$ cat src/rtl/phy_mgmt_pkg.sv
package phy_mgmt_pkg;

  localparam int DATA_W  = 16;
  localparam int ADDR_W  = 5;
  localparam int NREG    = 1 << ADDR_W;
  localparam int CMD_W   = 32;
  localparam int CAUSE_W = 2;

  // command word fields
  localparam int F_REG_LSB = 16;
  localparam int F_OP_LSB  = 26;
  localparam int B_READY   = 28;
  localparam int B_IE      = 29;
  localparam int B_ERR     = 30;

  typedef enum logic [1:0] {
    OP_NONE = 2'b00,
    OP_WR   = 2'b01,
    OP_RD   = 2'b10,
    OP_RSV  = 2'b11
  } mdi_op_e;

  // cause bits
  localparam int CS_MDI = 0;
  localparam int CS_AN  = 1;

  // register numbers and bit positions used by the logic
  localparam logic [ADDR_W-1:0] REG_CTRL = 5'd0;
  localparam logic [ADDR_W-1:0] REG_STAT = 5'd1;
  localparam int CTRL_AN_RST  = 9;
  localparam int CTRL_AN_EN   = 12;
  localparam int CTRL_LOOP    = 14;
  localparam int STAT_LINK    = 2;
  localparam int STAT_AN_DONE = 5;

  function automatic logic reg_can_rd(input logic [ADDR_W-1:0] a);
    case (a)
      5'd0, 5'd1, 5'd2, 5'd3, 5'd4, 5'd5, 5'd9, 5'd10,
      5'd16, 5'd17, 5'd20: reg_can_rd = 1'b1;
      default:             reg_can_rd = 1'b0;
    endcase
  endfunction

  function automatic logic reg_can_wr(input logic [ADDR_W-1:0] a);
    case (a)
      5'd0, 5'd4, 5'd9, 5'd16, 5'd20: reg_can_wr = 1'b1;
      default:                        reg_can_wr = 1'b0;
    endcase
  endfunction

  function automatic logic [DATA_W-1:0] reg_reset(input logic [ADDR_W-1:0] a);
    case (a)
      5'd0:    reg_reset = 16'h1140;
      5'd1:    reg_reset = 16'h794D;
      5'd2:    reg_reset = 16'h0141;
      5'd3:    reg_reset = 16'h0C20;
      5'd4:    reg_reset = 16'h0DE1;
      5'd5:    reg_reset = 16'h01E0;
      5'd9:    reg_reset = 16'h0E00;
      5'd10:   reg_reset = 16'h3C00;
      5'd16:   reg_reset = 16'h0360;
      5'd17:   reg_reset = 16'hAC00;
      5'd20:   reg_reset = 16'h0D60;
      default: reg_reset = '0;
    endcase
  endfunction

endpackage

$ cat src/rtl/phy_regbank.sv
module phy_regbank
  import phy_mgmt_pkg::*;
(
  input  logic              clk,
  input  logic              rst,
  input  logic              wr_en,
  input  logic [ADDR_W-1:0] wr_addr,
  input  logic [DATA_W-1:0] wr_data,
  input  logic [ADDR_W-1:0] rd_addr,
  input  logic              link_up,
  input  logic              an_done,
  output logic [DATA_W-1:0] rd_data,
  output logic [DATA_W-1:0] ctrl_q
);

  logic [DATA_W-1:0] regs [NREG];

  for (genvar i = 0; i < NREG; i++) begin : g_reg
    if (reg_can_wr(ADDR_W'(i))) begin : g_rw
      logic [DATA_W-1:0] q_r;
      always_ff @(posedge clk) begin
        if (rst)
          q_r <= reg_reset(ADDR_W'(i));
        else if (wr_en && (wr_addr == ADDR_W'(i)))
          q_r <= wr_data;
      end
      assign regs[i] = q_r;
    end else begin : g_ro
      assign regs[i] = reg_reset(ADDR_W'(i));
    end
  end

  // status register: live link and negotiation bits overlaid on constants
  always_comb begin
    rd_data = regs[rd_addr];
    if (rd_addr == REG_STAT) begin
      rd_data[STAT_LINK]    = link_up;
      rd_data[STAT_AN_DONE] = an_done;
    end
  end

  assign ctrl_q = regs[REG_CTRL];

endmodule

$ cat src/rtl/phy_autoneg.sv
module phy_autoneg #(
  parameter int unsigned DELAY_CYC = 50_000_000
) (
  input  logic clk,
  input  logic rst,
  input  logic wire_link_ok,
  input  logic start,
  output logic link_up,
  output logic an_done,
  output logic pending,
  output logic done_evt
);

  localparam int CW = $clog2(DELAY_CYC + 1);
  localparam logic [CW-1:0] RELOAD = CW'(DELAY_CYC - 1);

  logic [CW-1:0] cnt_q;

  assign done_evt = pending && (cnt_q == '0);

  always_ff @(posedge clk) begin
    if (rst) begin
      pending <= 1'b0;
      cnt_q   <= '0;
      link_up <= wire_link_ok;
      an_done <= 1'b0;
    end else if (start) begin
      pending <= 1'b1;
      cnt_q   <= RELOAD;
      link_up <= 1'b0;
      an_done <= 1'b0;
    end else if (done_evt) begin
      pending <= 1'b0;
      link_up <= 1'b1;
      an_done <= 1'b1;
    end else if (pending) begin
      cnt_q <= cnt_q - 1'b1;
    end
  end

endmodule

$ cat src/rtl/phy_mgmt_emu.sv
module phy_mgmt_emu
  import phy_mgmt_pkg::*;
#(
  parameter int unsigned DELAY_CYC = 50_000_000
) (
  input  logic               clk,
  input  logic               rst,
  input  logic               wire_link_ok,
  input  logic               cmd_wr,
  input  logic [CMD_W-1:0]   cmd_wdata,
  output logic [CMD_W-1:0]   cmd_rdata,
  input  logic               mask_wr,
  input  logic [CAUSE_W-1:0] mask_wdata,
  input  logic               cause_ack_wr,
  input  logic [CAUSE_W-1:0] cause_ack_bits,
  output logic [CAUSE_W-1:0] cause,
  output logic               irq,
  output logic               link_up,
  output logic               loopback
);

  logic [CMD_W-1:0]   cmd_q;
  logic               pend_q;
  logic [CAUSE_W-1:0] mask_q;
  logic [CAUSE_W-1:0] cause_q;

  // decoded command fields
  mdi_op_e           cmd_op;
  logic [ADDR_W-1:0] cmd_addr;
  logic [DATA_W-1:0] cmd_data;
  logic              cmd_ie;
  assign cmd_op   = mdi_op_e'(cmd_q[F_OP_LSB +: 2]);
  assign cmd_addr = cmd_q[F_REG_LSB +: ADDR_W];
  assign cmd_data = cmd_q[DATA_W-1:0];
  assign cmd_ie   = cmd_q[B_IE];

  // named events for the checker
  logic exec_fire, exec_wr, exec_rd, wr_ok, exec_err, an_start, mdi_cause_set;
  logic an_pending, an_done, an_done_evt;
  logic [DATA_W-1:0] rd_val, ctrl_q;

  assign exec_fire     = pend_q;
  assign exec_wr       = exec_fire && (cmd_op == OP_WR);
  assign exec_rd       = exec_fire && (cmd_op == OP_RD);
  assign wr_ok         = exec_wr && reg_can_wr(cmd_addr);
  assign exec_err      = (exec_wr && !reg_can_wr(cmd_addr)) ||
                         (exec_rd && !reg_can_rd(cmd_addr));
  assign an_start      = wr_ok && (cmd_addr == REG_CTRL) &&
                         cmd_data[CTRL_AN_EN] && cmd_data[CTRL_AN_RST];
  assign mdi_cause_set = exec_fire && cmd_ie;

  phy_regbank u_regs (
    .clk     (clk),
    .rst     (rst),
    .wr_en   (wr_ok),
    .wr_addr (cmd_addr),
    .wr_data (cmd_data),
    .rd_addr (cmd_addr),
    .link_up (link_up),
    .an_done (an_done),
    .rd_data (rd_val),
    .ctrl_q  (ctrl_q)
  );

  phy_autoneg #(.DELAY_CYC(DELAY_CYC)) u_an (
    .clk          (clk),
    .rst          (rst),
    .wire_link_ok (wire_link_ok),
    .start        (an_start),
    .link_up      (link_up),
    .an_done      (an_done),
    .pending      (an_pending),
    .done_evt     (an_done_evt)
  );

  // command register: capture, then complete one cycle later
  always_ff @(posedge clk) begin
    if (rst) begin
      cmd_q  <= '0;
      pend_q <= 1'b0;
    end else if (cmd_wr) begin
      cmd_q          <= cmd_wdata;
      cmd_q[B_READY] <= 1'b0;
      cmd_q[B_ERR]   <= 1'b0;
      pend_q         <= 1'b1;
    end else if (exec_fire) begin
      pend_q         <= 1'b0;
      cmd_q[B_READY] <= 1'b1;
      cmd_q[B_ERR]   <= exec_err;
      if (exec_rd && reg_can_rd(cmd_addr))
        cmd_q[DATA_W-1:0] <= rd_val;
    end
  end

  // interrupt cause and mask
  logic [CAUSE_W-1:0] cause_set, cause_clr;
  always_comb begin
    cause_set         = '0;
    cause_set[CS_MDI] = mdi_cause_set;
    cause_set[CS_AN]  = an_done_evt;
    cause_clr         = cause_ack_wr ? cause_ack_bits : '0;
  end

  always_ff @(posedge clk) begin
    if (rst) begin
      mask_q  <= '0;
      cause_q <= '0;
    end else begin
      if (mask_wr)
        mask_q <= mask_wdata;
      cause_q <= (cause_q & ~cause_clr) | cause_set;
    end
  end

  assign cmd_rdata = cmd_q;
  assign cause     = cause_q;
  assign irq       = |(mask_q & cause_q);
  assign loopback  = ctrl_q[CTRL_LOOP];

endmodule

$ cat config.mk
export PLATFORM = sky130hd
export DESIGN_NAME = phy_mgmt_emu
export DESIGN_NICKNAME = d
export VERILOG_FILES = /design/src/rtl/phy_mgmt_pkg.sv /design/src/rtl/phy_regbank.sv /design/src/rtl/phy_autoneg.sv /design/src/rtl/phy_mgmt_emu.sv
export SDC_FILE = /design/constraint.sdc
export NUM_CORES = 1
export LEC_CHECK = 0
export BUFFER_PORTS_ARGS = -buffer_cell sky130_fd_sc_hd__clkbuf_2
export CORE_AREA = 2 2 156 158
export CTS_BUF_LIST = sky130_fd_sc_hd__clkbuf_4
export CTS_CLUSTER_SIZE = 16
export DETAILED_ROUTE_END_ITERATION = 7
export DIE_AREA = 0 0 158 160
export PLACE_DENSITY = 0.45
export SLEW_MARGIN = 20
export SYNTH_ARGS = -nofsm -noshare
export SYNTH_HDL_FRONTEND = slang
export SYNTH_HIERARCHICAL = 1
export SYNTH_SLANG_ARGS = --single-unit
$ cat constraint.sdc
create_clock -name clk -period 7.27 [get_ports clk]
set_input_delay 0.727 -clock clk [delete_from_list [all_inputs] [get_ports clk]]
set_output_delay 0.727 -clock clk [all_outputs]
set_load 0.005 [all_outputs]
==> run summary, run 1 <==
status = completed
#FFs+latches synth = 147
final hold violations = 0
die height = 160 um
library cells used by synthesis = 73
PortBufs = 76
GR Util met2 = 0.258
starting DRC count in detailed routing = 393
HP Class = in2reg
# H-tree levels = 4
final wirelength = 19900 um
initial antenna violation count = 1
CTS Sinks = 147
worst path cell trace = nor4bb_1 -> o21bai_1 -> nor2_1 -> and4_1 -> nor2_1 -> a211o_1
largest net degree at the start of global routing = 77
dpl hpwl = 12100 um
CTS Buf Count = 17
slowest stage cell, crit path = and4_1
post-route ant nets = 0
GRT Total Usage = 0.158
Via density = 4.93
Design Power = 1.56 mW
Hold WS = 0.420 ns
largest stage delay on the critical path = 0.98 ns
worst-path maximum fanout = 22
Max VDD drop = 0.116 mV
ys async rst share = 0
design area = 7780 sq um
Clock transition at path regs = 0.13 ns
CTS tree = yes
cell count after synthesis = 798
register area = 2950 sq um
Initial Utilization = 0.292
Max Clock Freq = 0.306 GHz
PwrDens = 200 nW/um^2
dominant synthesized flop cell = dfxtp_1
Post-synth EDFFs = 1
final worst-path cycle share = 0.449
CTS root buf = clkbuf_4
Worst EP required = 7.71 ns
final slew viol count = 0
Least-Margin Pin Slew = 1.07 ns
global routing's busiest layer = met2
CP Data Arrival Time = 3.71 ns
# IOs = 79
core area = 23800 sq um
Post-Syn Nets = 842
number of remaining DRC errors = 0
DP Area = 7470 sq um
multi-input logic area = 3630 sq um
worst skew pair latency = 0.54 ns
crit end category = register
DIE AREA = 25300 sq um
GPL Wtd Cong = 0.723
cts hold-fix bufs = 0
number of global-route vias before repair = 5513
commonest cells after routing, fill and taps aside = dfxtp_1 (145), nand2_1 (127), nor2_1 (90)
clock skew = 0.0231 ns
first-pass GRT wire length = 30900 um
commonest non-fill, non-tap cell in the layout = dfxtp_1
DR pass1 iterations = 6
Worst Setup Slack, final = 4.00 ns
GR Util met3 = 0.0328
setup violators final = 0
RSZ-0062 raised after global routing = no
worst slack, placed = 4.10 ns
Pleak = 2.84 nW
vias post-DR = 5836
Post-Syn Area = 6950 sq um
Synth-to-Final Area Change = 11.9%
post_cts resized = 0
Avg WL per Cell = 16.8 um
Congestion Overflow GR = 0
Avg Cell Area, Syn = 8.71 sq um
Seq/Total Area, Yosys = 0.425
startpoint types = register
Max Cap Viol = 0
post-CTS setup buffer count = 0
Setup TNS = 0 ns
relative slew slack = 0.289
Synth Warn # = 6
CP most frequent cell = nor2_1
clock buffer depth = 2
met1 Usage GRT = 0.217
final net count = 889
CP Class = reg2reg
Site Rows = 57
DIE WIDTH = 158 um
proportion of layout cells with a drive suffix above 1 = 0.174
FILL cells = 2595
Tmin final = 3.27 ns
[critical path: cells and delay by family (launching register included)]
kind | cells | cell delay [ns]
compound gates | 2 | 0.44
flops | 1 | 0.92
simple gates | 4 | 1.80
[final cells by class]
class                           instances  area share
Clock inverter                         13      0.0203
Inverter                               15     0.00724
Timing Repair Buffer                   82      0.0550
Antenna cell                            1    0.000322
Clock buffer                           19      0.0183
Multi-Input combinational cell        582       0.467
Tap cell                              324      0.0521
Sequential cell                       147       0.380
[registers in the layout, summed over array words and instances, names as in the netlist, named ones only]
name / count
u_an/an_done: 1
exec_fire: 1
cmd_rdata: 32
mask_q: 2
cause: 2
u_an/pending: 1
u_an/cnt_q: 26
u_regs/g.g_rw.q_r: 64
u_an/link_up: 1
u_regs/ctrl_q: 16
[path summary, 6_finish.rpt]
path | depth (start not counted) | endpoint | slack [ns] | from
worst min-delay path | 3 | cmd_rdata[26]$_SDFFE_PP0P_ | 0.42 | cmd_wdata[26]
worst max-delay path | 6 | u_regs/g_reg[20].g_rw.q_r[11]$_SDFFE_PP1P_ | 4.00 | cmd_rdata[19]$_SDFFE_PP0P_
worst max register to register | 6 | u_regs/g_reg[20].g_rw.q_r[11]$_SDFFE_PP1P_ | 4.00 | cmd_rdata[19]$_SDFFE_PP0P_
worst min register to register | 2 | u_regs/g_reg[4].g_rw.q_r[9]$_SDFFE_PP0P_ | 0.46 | u_regs/g_reg[4].g_rw.q_r[9]$_SDFFE_PP0P_
[logic make-up after synthesis]
family	after synthesis	share of synthesized area
AO/OA/AOI/OAI	182	0.181
buffers and inverters	69	0.0531
adder cells (fa/ha/maj)	2	0.00360
multiplexers	61	0.0950
flip-flops	147	0.425
AND/OR/NAND/NOR	325	0.227
XOR/XNOR	12	0.0151
[stage by stage]
| stage | instances | util |
|---|---|---|
| 6_report | 1183 | 0.327 |
| 5_1_grt | 1183 | 0.327 |
| 4_1_cts | 1182 | 0.326 |
| 3_5_place_dp | 1150 | 0.314 |
| 3_3_place_gp | 1150 | 0.314 |
| 2_1_floorplan | 798 | - |
[where the power goes]
part / total [mW] / internal [mW] / switching (mW)
clock network: 0.558 / 0.246 / 0.312
registers: 0.851 / 0.822 / 0.0290
logic: 0.146 / 0.0584 / 0.0880
total: 1.56 / 1.13 / 0.429
[metal layers]
layer	vias up	wire length, um
li1	2940	-
met1	2780	9590
met2	105	9400
met3	11	750
met4	0	161
met5	-	0
[cells in the mapped netlist (10+ instances only)]
| library cell | number | area [sq um] |
|---|---|---|
| xor2_1 | 10 | 87.6 |
| a21oi_1 | 81 | 405 |
| inv_1 | 14 | 52.6 |
| mux2i_1 | 57 | 571 |
| or4_1 | 11 | 82.6 |
| a211oi_2 | 14 | 175 |
| o21ai_0 | 16 | 80.1 |
| nor2_1 | 90 | 338 |
| nor3_1 | 21 | 105 |
| clkbuf_1 | 23 | 86.3 |
| dfxtp_1 | 146 | 2920 |
| nand2_1 | 127 | 477 |
| buf_2 | 14 | 70.1 |
Power figures use the tool's default switching activity.
==> run 2: changes to the inputs <==
Settings changed: ABC_AREA from default to 1, CORE_AREA 2 2 156 158 to 2 2 161 163, DIE_AREA 0 0 158 160 to 0 0 163 165, PLACE_DENSITY 0.45 to 0.46.
Clock period 7.27 ns to 2.8 ns, I/O delays scaled along.
==> run summary, run 2 <==
Largest Register = u_regs/g.g_rw.q_r
WL met3 = 1190 um (+59%)
library cells used by synthesis = 38 (-48%)
worst r2r path cells = 7 (+1)
DR pass1 iterations = 5 (-1)
CTS tree = yes
largest family of logic cells by synthesized area = simple AND/OR/NAND/NOR gates
number of global-route vias before repair = 6782 (+23%)
Site Rows = 58 (+1.8%)
number of remaining DRC errors = 0 (unchanged)
slowest stage cell, crit path = dfxtp_1
post-CTS setup buffer count = 0 (unchanged)
worst slack, placed = 0.650 ns (-3.45 ns)
biggest area consumer among synthesized cells = dfxtp_1
final wirelength = 23500 um (+18%)
post-synthesis simple-gate area fraction = 0.370 (+0.143)
clock skew = 0.0341 ns (+0.0110 ns)
post-synthesis compound-gate area fraction = 0.130 (-0.0518)
CTS Sinks = 147 (unchanged)
Post-Syn Area = 7410 sq um (+6.5%)
Avg WL per Cell = 15.0 um (-11%)
dominant synthesized flop cell = dfxtp_1
Post-Syn Nets = 1170 (+39%)
PortBufs = 76 (unchanged)
Post-synth EDFFs = 1 (unchanged)
Least-Margin Pin Slew = 0.722 ns (-0.345 ns)
Critical R2R Capture = u_an/cnt_q[16]$_SDFFE_PP0P_
final slew viol count = 0 (unchanged)
worst skew pair latency = 0.58 ns (+0.04 ns)
FILL cells = 2807 (+8.2%)
relative slew slack = 0.518 (+0.229)
Max Clock Freq = 0.460 GHz (+50%)
DP Area = 8110 sq um (+8.5%)
clock buffer depth = 2 (unchanged)
Synth Area in Adders = 0.00338 (-0.000221)
Max VDD drop = 0.185 mV (+60%)
top cell type's share of synthesized area = 0.395 (-0.0258)
top-count cell post-synth = nand2_1
Via density = 4.66 (-5.5%)
wl on met1 = 12100 um (+26%)
HP Start = cmd_wdata[14]
final worst-path cycle share = 0.776 (+0.327)
CTS root buf = clkbuf_4
Hold WS = 0.0430 ns (-0.377 ns)
proportion of layout cells with a drive suffix above 1 = 0.139 (-0.0344)
ys async rst share = 0 (unchanged)
status = completed
Avg Cell Area, Syn = 6.58 sq um (-25%)
R2R Setup Slk = 0.63 ns (-3.38 ns)
Clk pwr share = 0.343 (-0.016)
launching point of the worst reg2reg path = cmd_rdata[19]$_SDFFE_PP0P_
Largest register FFs = 64 (unchanged)
Psw = 1.25 mW (+190%)
GPL Wtd Cong = 0.873 (+21%)
first-pass GRT wire length = 37800 um (+22%)
leading post-synthesis cells by cell area = dfxtp_1 (39%), nand2_1 (18%), nor2_1 (6.7%), nand3_1 (6.7%), inv_1 (5.2%)
metal2 WL = 9920 um (+5.6%)
DIE AREA = 26900 sq um (+6.4%)
largest stage delay on the critical path = 0.65 ns (-0.33 ns)
Synth-to-Final Area Change = 16.9%
CTS Buf Count = 17 (unchanged)
depth of the worst hold-timing path = 5 (+2)
Max Cap Viol = 0 (unchanged)
final hold violations = 0 (unchanged)
setup violators final = 0 (unchanged)
HP Class = in2reg
worst-path maximum fanout = 9 (-59%)
Flop pwr share = 0.546 (about the same)
GRT Total Usage = 0.180 (+0.0222)
PwrDens = 462 nW/um^2 (+130%)
commonest non-fill, non-tap cell in the layout = nand2_1
Initial Utilization = 0.296 (+0.00396)
core area = 25000 sq um (+5.1%)
Setup TNS = 0 ns (unchanged)
mux share of post-synthesis cell area = 0 (-0.0950)
Top Metal Used = met4
Worst EP required = 3.29 ns (-4.42 ns)
CP Data Arrival Time = 2.66 ns (-1.05 ns)
worst path cell trace = inv_1 -> nand2_1 -> nor3_1 -> buf_4 -> nor2_1 -> inv_1 -> nor3b_1
# IOs = 79 (unchanged)
Worst Setup Slack, final = 0.628 ns (-3.38 ns)
CP most frequent cell = inv_1
sw frac = 0.311 (+0.0354)
startpoint types = register
P_int = 2.76 mW (+140%)
largest net degree at the start of global routing = 35 (-55%)
initial antenna violation count = 1 (unchanged)
dpl hpwl = 16900 um (+39%)
design area = 8660 sq um (+11%)
DIE WIDTH = 163 um (+3.2%)
Seq/Total Area, Yosys = 0.399 (-0.0260)
starting DRC count in detailed routing = 497 (+26%)
vias post-DR = 7313 (+25%)
worst-case hold path end point = cmd_rdata[14]$_SDFFE_PP0P_
post-route ant nets = 0 (unchanged)
cell count after synthesis = 1126 (+41%)
commonest cells after routing, fill and taps aside = nand2_1 (356), dfxtp_1 (146), nor2_1 (132)
Pleak = 3.98 nW (+40%)
CP Class = reg2reg
RSZ-0062 raised after global routing = no
Synth Area in XOR/XNOR = 0.00473 (-0.0104)
Congestion Overflow GR = 0 (unchanged)
# H-tree levels = 4 (unchanged)
die height = 165 um (+3.1%)
Synth Warn # = 6 (unchanged)
#FFs+latches synth = 147 (unchanged)
Logic pwr share = 0.111 (+0.017)
final net count = 1266 (+42%)
commonest cells in the netlist = nand2_1 (356), dfxtp_1 (146), nor2_1 (133)
Clock transition at path regs = 0.15 ns (+0.02 ns)
crit end category = register
Tmin final = 2.17 ns (-1.09 ns)
run 2: layout make-up:
type / instances / area [sq um] / area share
diodes: 3 / 7.51 / 0.000867
clock buffers: 17 / 128 / 0.0147
clock inverters: 15 / 148 / 0.0170
inverters: 114 / 428 / 0.0494
multi-input cells: 816 / 3760 / 0.434
flip-flops and latches: 147 / 2950 / 0.341
well taps: 330 / 413 / 0.0477
repair buffers: 126 / 823 / 0.0950
run 2: routing by layer:
metal | up-vias | track usage
met2 | 159 | 0.273
met3 | 12 | 0.0389
met4 | 0 | 0.0378
met1 | 3339 | 0.262
met5 | - | 0
li1 | 3803 | -
run 2: worst max path at each step:
stage / slack (ns) / cells after the start / to / start
after floorplan: 1.04 / 12 / u_regs/g_reg[9].g_rw.q_r[12]$_SDFFE_PP0P_ / cmd_rdata[16]$_SDFFE_PP0P_
after global placement: 0.68 / 11 / cmd_rdata[1]$_SDFFE_PP0P_ / cmd_rdata[20]$_SDFFE_PP0P_
after detailed placement: 0.65 / 7 / u_an/cnt_q[16]$_SDFFE_PP0P_ / cmd_rdata[17]$_SDFFE_PP0P_
after CTS: 0.62 / 7 / u_an/cnt_q[16]$_SDFFE_PP0P_ / cmd_rdata[17]$_SDFFE_PP0P_
after global routing: 0.43 / 11 / cmd_rdata[12]$_SDFFE_PP0P_ / cmd_rdata[16]$_SDFFE_PP0P_
final: 0.63 / 7 / u_an/cnt_q[16]$_SDFFE_PP0P_ / cmd_rdata[19]$_SDFFE_PP0P_
run 2: power groups by stage:
stage / Clock [mW] / Combinational (mW) / Sequential [mW]
global placement: 0 / 0.413 / 2.24
floorplan: 0 / 0.261 / 2.21
detailed placement: 0 / 0.412 / 2.23
CTS: 1.43 / 0.444 / 2.19
finish: 1.38 / 0.444 / 2.19
global route: 1.52 / 0.498 / 2.19
run 2: cells by family (layout without fill, tap and decap cells):
family                     after synthesis  after routing
buffers and inverters                  163            272
and+or+nand+nor                        644            644
xor gates and xnor gates                 4              4
DFF                                    147            147
AOI/OAI and AO/OA                      166            166
other                                    0              3
adders and majority gates                2              2
run 2: critical path, delay by kind of cell (launching register included):
kind          cells  cell delay [ns]
flops             1             0.65
buf+inv           3             0.57
simple gates      4             0.87
run 2: through the flow:
step	cells	utilization	power, mW
4_1_cts	1565	0.346	4.06
2_1_floorplan	1126	-	2.47
3_5_place_dp	1506	0.324	2.65
3_3_place_gp	1506	0.324	2.65
5_1_grt	1568	0.346	4.21
6_report	1568	0.346	4.01
run 2: what timing repair did:
action | CTS | global route
hold buffers | 27 | 0
resized for setup | 0 | 0
endpoints found under the hold margin | 21 | 0
